## src/rtl/mdio_pkg.sv

```systemverilog
`timescale 1ns/1ps
package mdio_pkg;
  typedef enum logic [1:0] {
    OP_ADDR   = 2'b00,
    OP_WRITE  = 2'b01,
    OP_RD_INC = 2'b10,
    OP_READ   = 2'b11
  } mdio_op_e;

  typedef enum logic [2:0] {
    S_HUNT,
    S_ST2,
    S_OP,
    S_PRT,
    S_DEV,
    S_TA,
    S_DATA
  } mdio_state_e;
endpackage

```

## src/rtl/mdio_preamble.sv

```systemverilog
`timescale 1ns/1ps
module mdio_preamble #(
  parameter int PRE_LEN = 32
) (
  input  logic clk_i,
  input  logic rst_ni,
  input  logic en_i,
  input  logic bit_i,
  output logic full_o
);
  localparam int PRE_W = $clog2(PRE_LEN + 1);

  logic [PRE_W-1:0] ones_q;

  always_ff @(posedge clk_i or negedge rst_ni) begin
    if (!rst_ni) begin
      ones_q <= '0;
    end else if (!en_i || !bit_i) begin
      ones_q <= '0;
    end else if (ones_q != PRE_W'(PRE_LEN)) begin
      ones_q <= ones_q + PRE_W'(1);
    end
  end

  assign full_o = (ones_q == PRE_W'(PRE_LEN));

  p_full_holds_r1: assert property (@(posedge clk_i) disable iff (!rst_ni)
    (full_o && en_i && bit_i) |=> full_o);

  p_zero_clears_r1: assert property (@(posedge clk_i) disable iff (!rst_ni)
    (!bit_i) |=> !full_o);
endmodule

```

## src/rtl/mdio_frame.sv

```systemverilog
`timescale 1ns/1ps
module mdio_frame
  import mdio_pkg::*;
#(
  parameter int PRT_W = 5,
  parameter int DEV_W = 5,
  parameter int REG_W = 16
) (
  input  logic             clk_i,
  input  logic             rst_ni,
  input  logic             bit_i,
  input  logic             pre_full_i,
  input  logic [PRT_W-1:0] port_addr_i,
  input  logic [DEV_W-1:0] dev_type_i,
  input  logic [REG_W-1:0] rdata_i,
  output logic             hunt_o,
  output logic [REG_W-1:0] ptr_o,
  output logic             wr_o,
  output logic [REG_W-1:0] wdata_o,
  output logic             drv_ta_o,
  output logic             drv_data_o,
  output logic             data_bit_o
);
  localparam int CNT_W = $clog2(REG_W);

  mdio_state_e      state_q;
  mdio_op_e         op_q;
  logic [CNT_W-1:0] cnt_q;
  logic [REG_W-2:0] sh_q;
  logic [REG_W-1:0] nxt_sh;
  logic [REG_W-1:0] ptr_q;
  logic [REG_W-1:0] rd_q;
  logic [REG_W-1:0] wdata_q;
  logic             wr_q;
  logic             prt_hit;
  logic             dev_hit;

  assign nxt_sh  = {sh_q, bit_i};
  assign prt_hit = (nxt_sh[PRT_W-1:0] == port_addr_i);
  // reserved device type 0 never matches
  assign dev_hit = (nxt_sh[DEV_W-1:0] == dev_type_i) && (|nxt_sh[DEV_W-1:0]);

  always_ff @(posedge clk_i or negedge rst_ni) begin
    if (!rst_ni) begin
      state_q <= S_HUNT;
      op_q    <= OP_ADDR;
      cnt_q   <= '0;
      sh_q    <= '0;
      ptr_q   <= '0;
      rd_q    <= '0;
      wdata_q <= '0;
      wr_q    <= 1'b0;
    end else begin
      wr_q <= 1'b0;
      sh_q <= nxt_sh[REG_W-2:0];
      case (state_q)
        S_HUNT: begin
          cnt_q <= '0;
          if (pre_full_i && !bit_i) state_q <= S_ST2;
        end
        S_ST2: begin
          cnt_q   <= '0;
          state_q <= bit_i ? S_HUNT : S_OP;
        end
        S_OP: begin
          if (cnt_q == CNT_W'(1)) begin
            op_q    <= mdio_op_e'(nxt_sh[1:0]);
            cnt_q   <= '0;
            state_q <= S_PRT;
          end else begin
            cnt_q <= cnt_q + CNT_W'(1);
          end
        end
        S_PRT: begin
          if (cnt_q == CNT_W'(PRT_W - 1)) begin
            cnt_q   <= '0;
            state_q <= prt_hit ? S_DEV : S_HUNT;
          end else begin
            cnt_q <= cnt_q + CNT_W'(1);
          end
        end
        S_DEV: begin
          if (cnt_q == CNT_W'(DEV_W - 1)) begin
            cnt_q   <= '0;
            state_q <= dev_hit ? S_TA : S_HUNT;
          end else begin
            cnt_q <= cnt_q + CNT_W'(1);
          end
        end
        S_TA: begin
          if (cnt_q == CNT_W'(1)) begin
            cnt_q   <= '0;
            rd_q    <= rdata_i;
            state_q <= S_DATA;
          end else begin
            cnt_q <= cnt_q + CNT_W'(1);
          end
        end
        S_DATA: begin
          rd_q <= {rd_q[REG_W-2:0], 1'b0};
          if (cnt_q == CNT_W'(REG_W - 1)) begin
            cnt_q   <= '0;
            state_q <= S_HUNT;
            case (op_q)
              OP_ADDR:   ptr_q <= nxt_sh;
              OP_WRITE: begin
                wr_q    <= 1'b1;
                wdata_q <= nxt_sh;
              end
              OP_RD_INC: ptr_q <= ptr_q + REG_W'(1);
              default:   ;
            endcase
          end else begin
            cnt_q <= cnt_q + CNT_W'(1);
          end
        end
        default: begin
          cnt_q   <= '0;
          state_q <= S_HUNT;
        end
      endcase
    end
  end

  assign hunt_o     = (state_q == S_HUNT);
  assign ptr_o      = ptr_q;
  assign wr_o       = wr_q;
  assign wdata_o    = wdata_q;
  assign drv_ta_o   = (state_q == S_TA) && (cnt_q == CNT_W'(1)) && op_q[1];
  assign drv_data_o = (state_q == S_DATA) && op_q[1];
  assign data_bit_o = rd_q[REG_W-1];

  p_start_needs_preamble_r1: assert property (@(posedge clk_i) disable iff (!rst_ni)
    (state_q == S_ST2) |-> $past(pre_full_i));

  p_wr_single_r4: assert property (@(posedge clk_i) disable iff (!rst_ni)
    wr_q |=> !wr_q);

  p_ptr_update_r3: assert property (@(posedge clk_i) disable iff (!rst_ni)
    !$stable(ptr_q) |-> $past(state_q == S_DATA));

  p_wr_ends_frame_r4: assert property (@(posedge clk_i) disable iff (!rst_ni)
    wr_q |-> (state_q == S_HUNT));
endmodule

```

## src/rtl/mdio_drive.sv

```systemverilog
`timescale 1ns/1ps
module mdio_drive (
  input  logic clk_i,
  input  logic rst_ni,
  input  logic drv_ta_i,
  input  logic drv_data_i,
  input  logic data_bit_i,
  output logic mdio_o,
  output logic mdio_oe_o
);
  // output bits launch on the falling edge, half a clock before sampling
  always_ff @(negedge clk_i or negedge rst_ni) begin
    if (!rst_ni) begin
      mdio_o    <= 1'b0;
      mdio_oe_o <= 1'b0;
    end else begin
      mdio_oe_o <= drv_ta_i | drv_data_i;
      mdio_o    <= drv_data_i & data_bit_i;
    end
  end

  p_ta_low_r5: assert property (@(posedge clk_i) disable iff (!rst_ni)
    $rose(mdio_oe_o) |-> !mdio_o);

  p_oe_gated_r2: assert property (@(posedge clk_i) disable iff (!rst_ni)
    mdio_oe_o |-> (drv_ta_i || drv_data_i));
endmodule

```

## src/rtl/mdio_slave.sv

```systemverilog
`timescale 1ns/1ps
module mdio_slave #(
  parameter int PRT_W   = 5,
  parameter int DEV_W   = 5,
  parameter int REG_W   = 16,
  parameter int PRE_LEN = 32
) (
  input  logic             mdc_i,
  input  logic             rst_ni,
  input  logic             mdio_i,
  output logic             mdio_o,
  output logic             mdio_oe_o,
  input  logic [PRT_W-1:0] port_addr_i,
  input  logic [DEV_W-1:0] dev_type_i,
  output logic [REG_W-1:0] reg_addr_o,
  output logic             reg_wr_o,
  output logic [REG_W-1:0] reg_wdata_o,
  input  logic [REG_W-1:0] reg_rdata_i
);
  logic hunt;
  logic pre_full;
  logic drv_ta;
  logic drv_data;
  logic data_bit;

  mdio_preamble #(.PRE_LEN(PRE_LEN)) i_preamble (
    .clk_i  (mdc_i),
    .rst_ni (rst_ni),
    .en_i   (hunt),
    .bit_i  (mdio_i),
    .full_o (pre_full)
  );

  mdio_frame #(.PRT_W(PRT_W), .DEV_W(DEV_W), .REG_W(REG_W)) i_frame (
    .clk_i       (mdc_i),
    .rst_ni      (rst_ni),
    .bit_i       (mdio_i),
    .pre_full_i  (pre_full),
    .port_addr_i (port_addr_i),
    .dev_type_i  (dev_type_i),
    .rdata_i     (reg_rdata_i),
    .hunt_o      (hunt),
    .ptr_o       (reg_addr_o),
    .wr_o        (reg_wr_o),
    .wdata_o     (reg_wdata_o),
    .drv_ta_o    (drv_ta),
    .drv_data_o  (drv_data),
    .data_bit_o  (data_bit)
  );

  mdio_drive i_drive (
    .clk_i      (mdc_i),
    .rst_ni     (rst_ni),
    .drv_ta_i   (drv_ta),
    .drv_data_i (drv_data),
    .data_bit_i (data_bit),
    .mdio_o     (mdio_o),
    .mdio_oe_o  (mdio_oe_o)
  );

  p_no_drive_while_hunting_r11: assert property (@(posedge mdc_i) disable iff (!rst_ni)
    (hunt && $past(hunt)) |-> !mdio_oe_o);
endmodule

```

## config.mk

```make
export PLATFORM = sky130hd
export DESIGN_NAME = mdio_slave
export DESIGN_NICKNAME = d
export VERILOG_FILES = /design/src/rtl/mdio_pkg.sv /design/src/rtl/mdio_preamble.sv /design/src/rtl/mdio_frame.sv /design/src/rtl/mdio_drive.sv /design/src/rtl/mdio_slave.sv
export SDC_FILE = /design/constraint.sdc
export NUM_CORES = 1
export LEC_CHECK = 0
export ABC_AREA = 1
export BUFFER_PORTS_ARGS = -buffer_cell sky130_fd_sc_hd__buf_2
export CAP_MARGIN = 20
export CELL_PAD_IN_SITES_DETAIL_PLACEMENT = 1
export CELL_PAD_IN_SITES_GLOBAL_PLACEMENT = 1
export CORE_UTILIZATION = 30
export DETAILED_ROUTE_END_ITERATION = 10
export GPL_ROUTABILITY_DRIVEN = 0
export PLACE_DENSITY = 0.71
export SLEW_MARGIN = 20
export SYNTH_ARGS = -nofsm -noshare
export SYNTH_HDL_FRONTEND = slang
export SYNTH_HIERARCHICAL = 1
export SYNTH_SLANG_ARGS = --single-unit
export TNS_END_PERCENT = 1
```

## constraint.sdc

```tcl
create_clock -name mdc_i -period 2.1 [get_ports mdc_i]
set_input_delay 0.21 -clock mdc_i [delete_from_list [all_inputs] [get_ports mdc_i]]
set_output_delay 0.21 -clock mdc_i [all_outputs]
set_load 0.05 [all_outputs]
```

Word level (Yosys, flattened, before mapping)
Cells that the tools add are included.

storage, ports and cells
  register bits = 81
  output and inout port bits = 35

cells by class
  reduce and logical (&&, ||, !) cells = 21
  $add $sub $neg = 3
  equal/unequal tests = 21
  mux-type cells = 22
  bitwise operators = 2

operators with widths
  cell                                                                      count
  16-bit case mux with 2 select lines                                       2
  3-bit 2-to-1 mux                                                          8
  3-bit case mux with 7 select lines                                        1
  16-bit by 1-bit adder with 16-bit output (second input constant)          1
  16-bit 2-to-1 mux                                                         1
  4-bit 2-to-1 mux                                                          3
  6-bit 2-to-1 mux                                                          2
  2-bit by 1-bit inequality test with 1-bit output (second input constant)  6
  4-bit case mux with 3 select lines                                        1
  5-bit equality test                                                       2
  3-bit equality test (second input constant)                               3
  6-bit by 1-bit adder with 6-bit output (second input constant)            1
  3-bit by 2-bit equality test with 1-bit output (second input constant)    2
  6-bit equality test (second input constant)                               1
  6-bit inequality test (second input constant)                             1
  3-bit AND reduction                                                       2
  6-bit AND reduction                                                       1
  2-bit nonzero test                                                        3
  1-bit logical AND                                                         5
  5-bit OR reduction                                                        1
  4-bit by 1-bit adder with 4-bit output (second input constant)            1
  4-bit by 1-bit equality test with 1-bit output (second input constant)    1
  4-bit by 3-bit equality test with 1-bit output (second input constant)    1
  4-bit equality test (second input constant)                               1
  other kinds (13)                                                          18

Logic depth before layout (Yosys ltp)
  depth after elaboration = 5
  mapped depth = 10
  gate-level depth less buffers = 10

By module
The synthesis kept the hierarchy.

modules (own cells, without submodules)
  module         area each (um^2)  cells each  times used  sequential area each (um^2)
  mdio_frame     3656.0            450         1           1826.8
  mdio_preamble  342.8             43          1           150.1
  mdio_drive     68.8              7           1           50.0

==> impl_metrics.json <==
{
  "layout_commonest_cell": "nand2_1",
  "cts_tree": "built",
  "port_buffers": 63,
  "grt_pass1_vias": 3715,
  "cp-end-kind": "output pin",
  "numCtsBuffers": 9,
  "synth_area_leader_cell": "dfrtp_1",
  "fillers": 1637,
  "yosys_warnings": 6,
  "die_height_um": 118,
  "hp-class": "in -> reg",
  "layout_common_cells": "135 x nand2_1, 79 x dfrtp_1, 64 x nor2_1, 60 x buf_2, 54 x inv_1",
  "drc_errors": 0,
  "rows": 42,
  "grt_pass1_wl_um": 18400,
  "cap_violations": 0,
  "max-clock-path-buffers": 2,
  "yosysTopAreaCellShare_pct": 48.6,
  "antenna_found_initial": 0,
  "multi_input_area_um2": 1710,
  "via_count": 3564,
  "viasPerCell": 4.67,
  "avgSynthCellArea_um2": 8.14,
  "die_w_um": 118,
  "hold_viol_final": 0,
  "total_leakage_power_uw": 0.00254,
  "status": "finished with violations",
  "seq_area_frac_synth_pct": 49.8,
  "synth_cell_types": 37,
  "cts_max_level": 3,
  "violations": "negative setup slack",
  "synth_area_leaders": "dfrtp_1 49%, nand2_1 13%, nor2_1 5.9%, inv_1 5.1%, nand3_1 3.6%",
  "synthesis.area_um2": 4070,
  "required_ns": 1.89,
  "grt_overflow": 0,
  "path_buf_inv": 1,
  "arrival_ns": 1.97,
  "busiest_layer": "met2",
  "finalSetupViolations": 3,
  "cp_max_fo": 1,
  "cts_root_buffer": "clkbuf_16",
  "wire_per_inst_um": 14.3,
  "worstSetupPathType": "reg -> out",
  "worst_slack_ns": -0.0785,
  "io_pins": 64,
  "clkTransAtPathRegs_ns": 0.06,
  "cp-start-kind": "flop",
  "slowest_stage": "dfrtn_1",
  "clk_latency_ns": 0.33,
  "cts.sinks": 81,
  "met2_usage_pct": 27.6,
  "die-area_um2": 14000,
  "grt_max_degree": 69,
  "start_util_pct": 30.7,
  "grt_usage_pct": 16.6,
  "antenna_left": 0,
  "grtUsageMet3_pct": 2.94,
  "slowest_delay_ns": 0.42,
  "wl_um": 10900,
  "grt_use_met1_pct": 21.4,
  "cp_cell_sequence": "buf_6",
  "relSlewSlack_pct": 41.7,
  "syn_inst": 500,
  "ys_ff_latch": 81,
  "holdWs_ns": 0.0835,
  "n_antenna_cell": 0,
  "rsz0062_at_grt": "true",
  "worst_pin_slew_ns": 0.874,
  "seq_area_um2": 2030,
  "drt_iter0_markers": 141,
  "finalNetCount": 617,
  "fin_skew_ns": 0.00767,
  "p_per_area_nw_per_um2": 714,
  "final_util_pct": 37.9,
  "reg2reg_slack_ns": 0,
  "critical-path-top-delay-family": "flip-flops",
  "slew_violations": 0,
  "syn2layout_area_growth_pct": 23.5,
  "synthesis.nets": 535,
  "dp_hpwl_um": 8120,
  "core_um2": 13200,
  "firstDrtPassIters": 4,
  "drive_above_1_share_pct": 21.3,
  "ir_drop_mv": 0.415
}
[cells in the mapped netlist (all sizes together)]
cell,instances
inv,56
nand3b,2
dfrtn,2
nor3,33
a22oi,2
o21bai,1
xnor2,4
a21oi,12
nand4,6
o211ai,1
nor2,67
xor2,5
clkbuf,6
clkinv,2
o21ai,32
nand3,31
ha,6
buf,8
o22ai,3
or2,3
a31oi,2
nand2,137
dfrtp,79
[timing repair]
| action | 4_1_cts | 5_1_grt |
|---|---|---|
| gates resized for setup | 4 | 3 |
| hold endpoints to repair | 11 | 0 |
| setup endpoints to repair | 3 | 4 |
| hold buffers | 1 | 0 |
| setup buffers | 0 | 2 |
| pin swaps | 0 | 3 |
[layer usage]
metal | up-vias | part of all wire [%]
met4 | 0 | 1.5
met5 | - | 0
met3 | 10 | 2.3
met2 | 48 | 50
li1 | 1750 | -
met1 | 1756 | 46
[cells by family after synthesis]
kind of cell,after synthesis,synth area share [%]
AOI/OAI and AO/OA,53,7.38
xor gates and xnor gates,9,1.94
adders and majority gates,6,1.85
buffers and inverters,72,8.43
DFF,81,49.8
and+or+nand+nor,279,30.6
[flip-flops by register name, summed over array words and instances (netlist names)]
register and count:
i_frame/wdata_o 16, i_frame/op_q 2, i_frame/ptr_o 16, i_preamble/ones_q 6, i_frame/rd_q 16, i_frame/wr_o 1, i_frame/sh_q 15, i_drive/mdio_oe_o 1
i_frame/state_q 3, i_drive/mdio_o 1, i_frame/cnt_q 4
[power breakdown]
group	switching, µW	internal, µW
Sequential	26.7	1590
Combinational	93.6	56.0
Clock	625	1190
[cell type report]
class	instances	area share [%]
Sequential cell	81	40.3
Multi-Input combinational cell	347	34.1
Timing Repair Buffer	85	9.91
Clock buffer	11	4.83
Inverter	58	4.41
Tap cell	176	4.38
Clock inverter	5	2.04
[final timing paths]
| check | start | end | cells after the start |
|---|---|---|---|
| min in group asynchronous | rst_ni | i_frame/rd_q[11]$_DFFE_PN0P_ | 2 |
| hold / removal | mdio_i | i_frame/sh_q[0]$_DFF_PN0_ | 1 |
| setup reg to reg | i_frame/cnt_q[1]$_DFF_PN0_ | i_drive/mdio_oe_o$_DFF_NN0_ | 7 |
| setup / recovery | i_drive/mdio_oe_o$_DFF_NN0_ | mdio_oe_o | 1 |
| hold reg to reg | i_frame/sh_q[13]$_DFF_PN0_ | i_frame/sh_q[14]$_DFF_PN0_ | 0 |
| max in group asynchronous | rst_ni | i_drive/mdio_oe_o$_DFF_NN0_ | 2 |
[metrics by stage]
step / setup slack (ns) / TNS, ns / instance area, µm² / std cells / power (µW)
floorplan: -0.253 / -0.393 / 4070 / 500 / 1710
global placement: 0.0140 / 0 / 4630 / 744 / 1790
detailed placement: -0.0618 / -0.0618 / 4630 / 744 / 1800
CTS: -0.0940 / -0.236 / 5000 / 761 / 3650
global route: -0.119 / -0.291 / 5020 / 763 / 3710
finish: -0.0785 / -0.132 / 5020 / 763 / 3590
(Power assumes the default switching activity.)
